[src/rtl/clkctl_regbank_pkg.sv]
package clkctl_regbank_pkg;

    localparam int NREG   = 26;
    localparam int DATA_W = 32;

    function automatic logic [DATA_W-1:0] reset_value(input int idx);
        case (idx)
            0:  return 32'h074b0b7d;
            1:  return 32'hff870b48;
            2:  return 32'h49fcfe7f;
            3:  return 32'h007f0000;
            4:  return 32'h04001800;
            5:  return 32'h04051c03;
            6:  return 32'h04043001;
            7:  return 32'h00000280;
            8, 9, 10, 11: return 32'hffffffff;
            18: return 32'h00004040;
            23: return 32'h80209828;
            24: return 32'h00aa0000;
            25: return 32'h00000285;
            default: return '0;
        endcase
    endfunction

    function automatic logic [DATA_W-1:0] wr_mask(input int idx);
        case (idx)
            0:          return 32'h3b6fdfff;
            1:          return 32'hff9f3fff;
            4, 6:       return 32'hbfff3fff;
            2, 8, 9, 10: return 32'hffffffff;
            default:    return '0;
        endcase
    endfunction

    function automatic logic [DATA_W-1:0] wr_force(input int idx);
        return (idx == 0) ? 32'h00000002 : 32'h0;
    endfunction

    function automatic logic is_writable(input int idx);
        case (idx)
            0, 1, 2, 4, 6, 8, 9, 10: return 1'b1;
            default:                 return 1'b0;
        endcase
    endfunction

endpackage

[src/rtl/clkctl_access_check.sv]
module clkctl_access_check
    import clkctl_regbank_pkg::*;
#(
    parameter int ADDR_W  = 12,
    parameter int BYTES_W = 3,
    parameter int IDX_W   = 5,
    parameter int SLOTS   = 32
) (
    input  logic [ADDR_W-1:0]  addr,
    input  logic [BYTES_W-1:0] bytes,
    input  logic               write,
    input  logic [SLOTS-1:0]   wr_map,
    output logic [IDX_W-1:0]   idx,
    output logic               wr_ok,
    output logic               bad
);
    localparam int WORD_W = ADDR_W - 2;
    localparam logic [WORD_W-1:0]  NREG_W = WORD_W'(NREG);
    localparam logic [BYTES_W-1:0] FULL   = BYTES_W'(DATA_W / 8);

    logic [WORD_W-1:0] word;
    logic              fmt_ok;
    logic              in_range;

    assign word     = addr[ADDR_W-1:2];
    assign idx      = word[IDX_W-1:0];
    assign fmt_ok   = (addr[1:0] == 2'b00) && (bytes == FULL);
    assign in_range = (word < NREG_W);
    assign wr_ok    = fmt_ok && in_range && wr_map[idx];
    assign bad      = !fmt_ok || (write ? !wr_ok : !in_range);

endmodule

[src/rtl/clkctl_reg_word.sv]
module clkctl_reg_word #(
    parameter int              DATA_W = 32,
    parameter logic [DATA_W-1:0] RESET = '0,
    parameter logic [DATA_W-1:0] MASK  = '0,
    parameter logic [DATA_W-1:0] FORCE = '0
) (
    input  logic              clk,
    input  logic              rst_n,
    input  logic              wr_en,
    input  logic [DATA_W-1:0] wdata,
    output logic [DATA_W-1:0] q
);
    always_ff @(posedge clk) begin
        if (!rst_n)     q <= RESET;
        else if (wr_en) q <= (wdata & MASK) | FORCE;
    end

    AST_WORD_MASKED: assert property (@(posedge clk) disable iff (!rst_n)
        wr_en |=> ((q & ~(MASK | FORCE)) == '0));

    generate
        if (FORCE != '0) begin : g_force
            AST_FORCE_SET: assert property (@(posedge clk) disable iff (!rst_n)
                wr_en |=> ((q & FORCE) == FORCE));
        end
    endgenerate

endmodule

[src/rtl/clkctl_regbank.sv]
module clkctl_regbank
    import clkctl_regbank_pkg::*;
#(
    parameter int ADDR_W  = 12,
    parameter int BYTES_W = 3
) (
    input  logic                   clk,
    input  logic                   rst_n,
    input  logic                   req_valid,
    input  logic                   req_write,
    input  logic [ADDR_W-1:0]      req_addr,
    input  logic [BYTES_W-1:0]     req_bytes,
    input  logic [DATA_W-1:0]      req_wdata,
    output logic                   rsp_ready,
    output logic [DATA_W-1:0]      rsp_rdata,
    output logic                   rsp_bad,
    output logic [NREG*DATA_W-1:0] regs_o
);
    localparam int IDX_W = $clog2(NREG);
    localparam int SLOTS = 2 ** IDX_W;

    typedef enum logic [0:0] {ST_IDLE = 1'b0, ST_RESP = 1'b1} rsp_state_e;

    rsp_state_e        state_q, state_d;
    logic [DATA_W-1:0] slot_q [SLOTS];
    logic [SLOTS-1:0]  wr_map;
    logic [IDX_W-1:0]  idx;
    logic              wr_ok, bad_now;
    logic [DATA_W-1:0] rdata_q;
    logic              bad_q;

    clkctl_access_check #(
        .ADDR_W(ADDR_W), .BYTES_W(BYTES_W), .IDX_W(IDX_W), .SLOTS(SLOTS)
    ) check_i (
        .addr(req_addr), .bytes(req_bytes), .write(req_write),
        .wr_map(wr_map), .idx(idx), .wr_ok(wr_ok), .bad(bad_now)
    );

    generate
        for (genvar i = 0; i < SLOTS; i++) begin : g_slot
            if (i < NREG) begin : g_real
                assign regs_o[i*DATA_W +: DATA_W] = slot_q[i];
                if (is_writable(i)) begin : g_rw
                    assign wr_map[i] = 1'b1;
                    clkctl_reg_word #(
                        .DATA_W(DATA_W), .RESET(reset_value(i)),
                        .MASK(wr_mask(i)), .FORCE(wr_force(i))
                    ) word_i (
                        .clk(clk), .rst_n(rst_n),
                        .wr_en(req_valid && req_write && wr_ok && (idx == IDX_W'(i))),
                        .wdata(req_wdata), .q(slot_q[i])
                    );
                end else begin : g_ro
                    assign wr_map[i] = 1'b0;
                    assign slot_q[i] = reset_value(i);
                end
            end else begin : g_pad
                assign wr_map[i] = 1'b0;
                assign slot_q[i] = '0;
            end
        end
    endgenerate

    // State register
    always_ff @(posedge clk) begin
        if (!rst_n) state_q <= ST_IDLE;
        else        state_q <= state_d;
    end

    always_comb begin
        state_d = state_q;
        unique case (state_q)
            ST_IDLE: state_d = req_valid ? ST_RESP : ST_IDLE;
            ST_RESP: state_d = req_valid ? ST_RESP : ST_IDLE;
            default: state_d = ST_IDLE;
        endcase
    end

    // Response outputs
    always_ff @(posedge clk) begin
        if (!rst_n) begin
            rdata_q <= '0;
            bad_q   <= 1'b0;
        end else if (req_valid) begin
            rdata_q <= (req_write || bad_now) ? '0 : slot_q[idx];
            bad_q   <= bad_now;
        end else begin
            rdata_q <= '0;
            bad_q   <= 1'b0;
        end
    end

    assign rsp_ready = (state_q == ST_RESP);
    assign rsp_rdata = rdata_q;
    assign rsp_bad   = bad_q;

    AST_RSP_FOLLOWS_REQ: assert property (@(posedge clk) disable iff (!rst_n)
        req_valid |=> rsp_ready);
    AST_NO_SPURIOUS_RSP: assert property (@(posedge clk) disable iff (!rst_n)
        !req_valid |=> !rsp_ready);
    AST_BAD_READS_ZERO: assert property (@(posedge clk) disable iff (!rst_n)
        (rsp_ready && rsp_bad) |-> (rsp_rdata == '0));
    AST_REJECT_KEEPS_STATE: assert property (@(posedge clk) disable iff (!rst_n)
        (req_valid && bad_now) |=> $stable(regs_o));

endmodule

[config.mk]
export PLATFORM = sky130hd
export DESIGN_NAME = clkctl_regbank
export DESIGN_NICKNAME = d
export VERILOG_FILES = /design/src/rtl/clkctl_regbank_pkg.sv /design/src/rtl/clkctl_access_check.sv /design/src/rtl/clkctl_reg_word.sv /design/src/rtl/clkctl_regbank.sv
export SDC_FILE = /design/constraint.sdc
export NUM_CORES = 1
export LEC_CHECK = 0
export BUFFER_PORTS_ARGS = -buffer_cell sky130_fd_sc_hd__clkbuf_2
export CAP_MARGIN = 40
export CORE_AREA = 5 5 357 359
export CTS_CLUSTER_SIZE = 20
export DETAILED_ROUTE_END_ITERATION = 16
export DIE_AREA = 0 0 362 364
export PLACE_DENSITY = 0.37
export SYNTH_ARGS = -nofsm -noshare
export SYNTH_HDL_FRONTEND = slang
export SYNTH_SLANG_ARGS = --single-unit
[constraint.sdc]
create_clock -name clk -period 2 [get_ports clk]
set_input_delay 0.1 -clock clk [delete_from_list [all_inputs] [get_ports clk]]
set_output_delay 0.1 -clock clk [all_outputs]
set_load 0.01 [all_outputs]
Word-level counts from Yosys, hierarchy flattened. Memories as Yosys holds them, arrays and structs flattened. Cells that the tools add are included.

Memories kept: 1. Output and inout bits: 866. Word-level logic and storage cells: 54. Register bits: 275. Input port bits: 51. ROM bits: 32.

Memories: (name not given) (depth 32, bits a word 1, rd ports 1, clocked after Yosys merged registers in 0, write ports 0, RTL line clkctl_access_check.sv:29) `assign wr_ok = fmt_ok && in_range && wr_map[idx];`.

Reductions and logical operators: 22. Eq/ne operators: 8. Bitwise operators: 3. Multiplexer cells: 6. Order comparisons: 3.

Operators by type and width (count): binary-select mux 32 bit (select 5 bit) (1); 2-to-1 mux 32 bit (2); equality test 5 x 4 -> 1 bit (second input constant) (3); logical AND 1 bit (13); equality test 5 x 3 -> 1 bit (second input constant) (2); less-than comparator 10 x 5 -> 1 bit (second input constant) (1); >= comparator 6 bit (second input constant) (1); less-than comparator 5 x 6 -> 1 bit (second input constant) (1); NOT 5 -> 6 bit (1); equality test 5 x 1 -> 1 bit (second input constant) (1); equality test 5 x 2 -> 1 bit (second input constant) (1); zero test 5 bit (1); equality test 3 bit (second input constant) (1); zero test 1 bit (3); 2-to-1 mux 1 bit (3); OR reduction 3 bit (1); zero test 2 bit (1); logical OR 1 bit (2); NOT 1 bit (2); AND reduction 2 bit (1).

Logic depth before layout (Yosys ltp).
Depth after elaboration: 9. Mapped depth: 8. Depth with buffers taken out: 5.

Modules after synthesis. A second synthesis with hierarchy kept.

Cells, all modules: 1800. Area, all modules: 16993.8 um2.

Modules (own cells, without submodules): clkctl_regbank (sequential area each 680.7 um2, cells an instance 965, area an instance 7657.3 um2, instances 1); clkctl_reg_word (g_slot[10].g_real.g_rw.word_i ...) (sequential area each 640.6 um2, cells an instance 103, area an instance 1148.6 um2, instances 3); clkctl_reg_word (g_slot[2].g_real.g_rw.word_i) (sequential area each 640.6 um2, cells an instance 103, area an instance 1168.6 um2, instances 1); clkctl_reg_word (g_slot[4].g_real.g_rw.word_i) (sequential area each 580.6 um2, cells an instance 97, area an instance 1122.3 um2, instances 1); clkctl_reg_word (g_slot[6].g_real.g_rw.word_i) (sequential area each 580.6 um2, cells an instance 97, area an instance 1117.3 um2, instances 1); clkctl_reg_word (g_slot[1].g_real.g_rw.word_i) (sequential area each 560.5 um2, cells an instance 95, area an instance 1063.5 um2, instances 1); clkctl_reg_word (g_slot[0].g_real.g_rw.word_i) (sequential area each 540.5 um2, cells an instance 92, area an instance 1023.5 um2, instances 1); clkctl_access_check (sequential area each 0.0 um2, cells an instance 42, area an instance 395.4 um2, instances 1).

Least setup slack after synthesis. Ideal clock, no wire load.

Path kind: input port to flip-flop. From: in req_addr[0]. To: reg g_slot[9].g_real.g_rw.word_i.q[17]. Buffers on the path: 3. Stages on the path: 8. Library setup time: 0.137 ns. Data required time: 1.863 ns. Arrival time: 1.569 ns. Path slack: 0.294 ns. Cell sequence: nor4b_4 > nand4_4 > buf_6 > or3_1 > buf_2 > buf_6 > nand2_1 > nand3_1.

Cells in the longest elaborated chain, start to end: 6.

Ends and longest elaborated chain: start, declared (RTL line clkctl_regbank.sv:11) `input logic [ADDR_W-1:0] req_addr,`; zero test 2 bit (RTL line clkctl_access_check.sv:27) `assign fmt_ok = (addr[1:0] == 2'b00) && (bytes == FULL);`; logical AND 1 bit (RTL line clkctl_access_check.sv:27); logical AND 1 bit (2 in a row) (RTL line clkctl_access_check.sv:29); logical AND 1 bit (2 in a row) (RTL line clkctl_regbank.sv:50) `.wr_en(req_valid && req_write && wr_ok && (idx == IDX_W'(i))),`; end signal, assigned (RTL line clkctl_reg_word.sv:15) `else if (wr_en) q <= (wdata & MASK) | FORCE;`; end, declared (RTL line clkctl_reg_word.sv:11) `output logic [DATA_W-1:0] q`.

No other way between the ends. A chain may end at the register's enable or synchronous reset.

Worst setup path after layout.
From: in req_bytes[0]. To: reg g_slot[6].g_real.g_rw.word_i.q[1].

Cells in the longest elaborated chain, start to end: 6.

Ends and longest elaborated chain: start, declared (RTL line clkctl_regbank.sv:12) `input logic [BYTES_W-1:0] req_bytes,`; equality test 3 bit (RTL line clkctl_access_check.sv:27); logical AND 1 bit (RTL line clkctl_access_check.sv:27); logical AND 1 bit (2 in a row) (RTL line clkctl_access_check.sv:29); logical AND 1 bit (2 in a row) (RTL line clkctl_regbank.sv:50); end signal, assigned (RTL line clkctl_reg_word.sv:15); end, declared (RTL line clkctl_reg_word.sv:11).

No other way between the ends.

==> results.toml <==
[die]
dieArea_um2 = 132000
die_y_um = 364
start_util = 0.129
ios = 917
core_area_um2 = 123000
core.rowCount = 129
fp.dieW_um = 362

[synthesis]
ys_warn_count = 0
synth.distinct_cells = 50
ys.flop_type = "dfxtp_1"
synth_edf_count = 0
syn-instance-count = 2032
ys_seq_elements = 275
ys_seq_area_frac = 0.345
postSynthAreaPerCell_um2 = 7.85
async_flop_share = 0
synth_area_um2 = 16000

[critical_path]
cp-end-kind = "flop"
critPathSlowestCell = "or3_2"
startpoint_type = "input port"
critPathMaxStageDelay_ns = 0.60
worst-setup-path-type = "in2reg"
worstPathMaxFanout = 30
crit_arrival_ns = 2.39
cp.required_ns = 2.45
crit_chain = "dlygate4sd3_1 -> clkbuf_2 -> nor4b_4 -> nand4_4 -> or3_2 -> buf_12 -> a31o_2"

[route]
drt-initial-drc-count = 957
num_vias = 13492
vias_per_cell = 3.30
firstDrtPassIters = 5
drt-wirelength-per-cell_um = 20.9
postRouteAntennaNets = 0
drc = 0
routed_wl_um = 85400

[global_routing]
grt_pass1_vias = 12596
grtUsageTotal = 0.120
gr-total-overflow = 0
grt_max_degree = 98
grt_pass1_wl_um = 111000
antenna_found_initial = 3

[clocking]
ctsHtreeMaxLevel = 2
cts.sinks = 275
clock_path_buffers = 3
clk_pin_slew_ns = 0.06
worstSkewPairLatency_ns = 0.56
clockRootBuffer = "clkbuf_16"
cts_made_buffers = 37
cts_tree = "yes"

[timing]
timing.final.crit_share = 0.972
min_period_ns = 1.94
setup_viol = 0
final.setup.tns_ns = 0
worstMarginPinSlew_ns = 0.515
fmax_mhz = 514
rsz0062_at_grt = "true"
fin_worst_skew_ns = 0.0151
report.final.hold_viol_count = 0
timing.max_slew.rel_slack = 0.657
slew_viol_final = 0

[final_layout]
fin_area_um2 = 19800
final_cell_mix = "conb_1 (591), clkbuf_2 (322), nand2_1 (293)"
area_growth_pct = 24.3
layout_commonest_cell = "conb_1"
layout.nets = 2473
fillCellCount = 14052
drive_gt1_frac = 0.236

[power]
p_per_area_nw_per_um2 = 687
p_leak_nw = 9.24
peakVddDrop_mv = 0.413

[min_path]
holdCritPathClass = "in2reg"

[status]
status = "completed"

[placed_design]
gp_congestion = 0.750
io_buffers = 325
placed_cell_area_um2 = 18300
dp_hpwl_um = 68500

[run]
cap_violations = 0
-- where the power goes --
group | total [W] | switching [W] | internal (W) | leakage, nW
Sequential | 0.00548 | 0.000000615 | 0.00548 | 2.22
Combinational | 0.00148 | 0.00115 | 0.000330 | 6.43
Clock | 0.00666 | 0.00277 | 0.00389 | 0.589
Total | 0.0136 | 0.00392 | 0.00970 | 9.24
-- worst paths after layout --
check	startpoint	endpoint	slack [ns]	cells after the start
setup / recovery	req_bytes[0]	g_slot[6].g_real.g_rw.word_i.q[1]	0.06	7
hold / removal	req_addr[6]	rsp_rdata[14]	0.07	4
setup reg to reg	g_slot[8].g_real.g_rw.word_i.q[9]	rsp_rdata[9]	0.43	6
hold reg to reg	g_slot[2].g_real.g_rw.word_i.q[17]	g_slot[2].g_real.g_rw.word_i.q[17]	0.47	2
-- Yosys cell counts (23+ instances only) --
cell / n / area share
nand2_1: 293 / 0.069
o21ai_0: 149 / 0.047
nor2_1: 149 / 0.035
mux2i_1: 40 / 0.025
nand3_1: 191 / 0.060
dfxtp_1: 275 / 0.35
o21ai_1: 23 / 0.0072
clkbuf_1: 66 / 0.016
mux2_2: 32 / 0.023
buf_4: 592 / 0.28
a21oi_1: 26 / 0.0082
o221ai_1: 30 / 0.016
buf_2: 50 / 0.016
-- cells by family (layout without fill, tap and decap cells) --
| family | after synthesis | after routing | synth area share |
|---|---|---|---|
| flops | 275 | 275 | 0.345 |
| buf+inv | 727 | 553 | 0.316 |
| compound gates | 278 | 278 | 0.104 |
| mux | 72 | 72 | 0.0477 |
| simple gates | 678 | 678 | 0.187 |
| other cells | 2 | 592 | 0.000471 |
-- state kept, by name, summed over array words and instances (netlist names) --
name and flops:
g_slot.g_real.g_rw.word_i.q 241, rsp_bad 1, rsp_rdata 32, rsp_ready 1
-- metrics by stage --
| step | hold slack [ns] | power [W] | worst slack [ns] | instances | utilization |
|---|---|---|---|---|---|
| after floorplan | 0.224 | 0.00731 | 0.294 | 2621 | - |
| after global placement | 0.387 | 0.00700 | -0.0612 | 3984 | 0.148 |
| after detailed placement | 0.399 | 0.00700 | -0.0672 | 3984 | 0.148 |
| after CTS | 0.0189 | 0.0139 | 0.0500 | 4084 | 0.160 |
| after global routing | 0.0823 | 0.0142 | -0.0287 | 4084 | 0.161 |
| final | 0.0687 | 0.0136 | 0.0559 | 4085 | 0.161 |
-- cell type report --
| type | instances | area [um2] | area share |
|---|---|---|---|
| Inverter | 4 | 15.0 | 0.000757 |
| Timing Repair Buffer | 485 | 3370 | 0.170 |
| Sequential cell | 275 | 5510 | 0.278 |
| Clock inverter | 18 | 154 | 0.00776 |
| Clock buffer | 46 | 1020 | 0.0515 |
| Tap cell | 1637 | 2050 | 0.103 |
| Multi-Input combinational cell | 1619 | 7720 | 0.389 |
| Antenna cell | 1 | 2.50 | 0.000126 |
-- timing repair --
action,CTS,global route
resized for setup,0,4
hold endpoints to repair,211,0
setup endpoints to repair,0,58
hold buffers,36,0
buffers inserted,0,0
-- critical path: cells and delay by family --
kind            cells  cell delay (ns)
compound gates      1             0.25
simple gates        3             1.17
buf+inv             3             0.85
-- per-layer routing --
layer  global-route usage  vias up  wire length [um]
li1                     -     6334                 -
met1                0.161     6490             37700
met2                0.193      613             39100
met3               0.0390       55              7570
met4               0.0205        0              1060
met5                    0        -                 0
No activity file was read; power rests on OpenSTA's default activity.
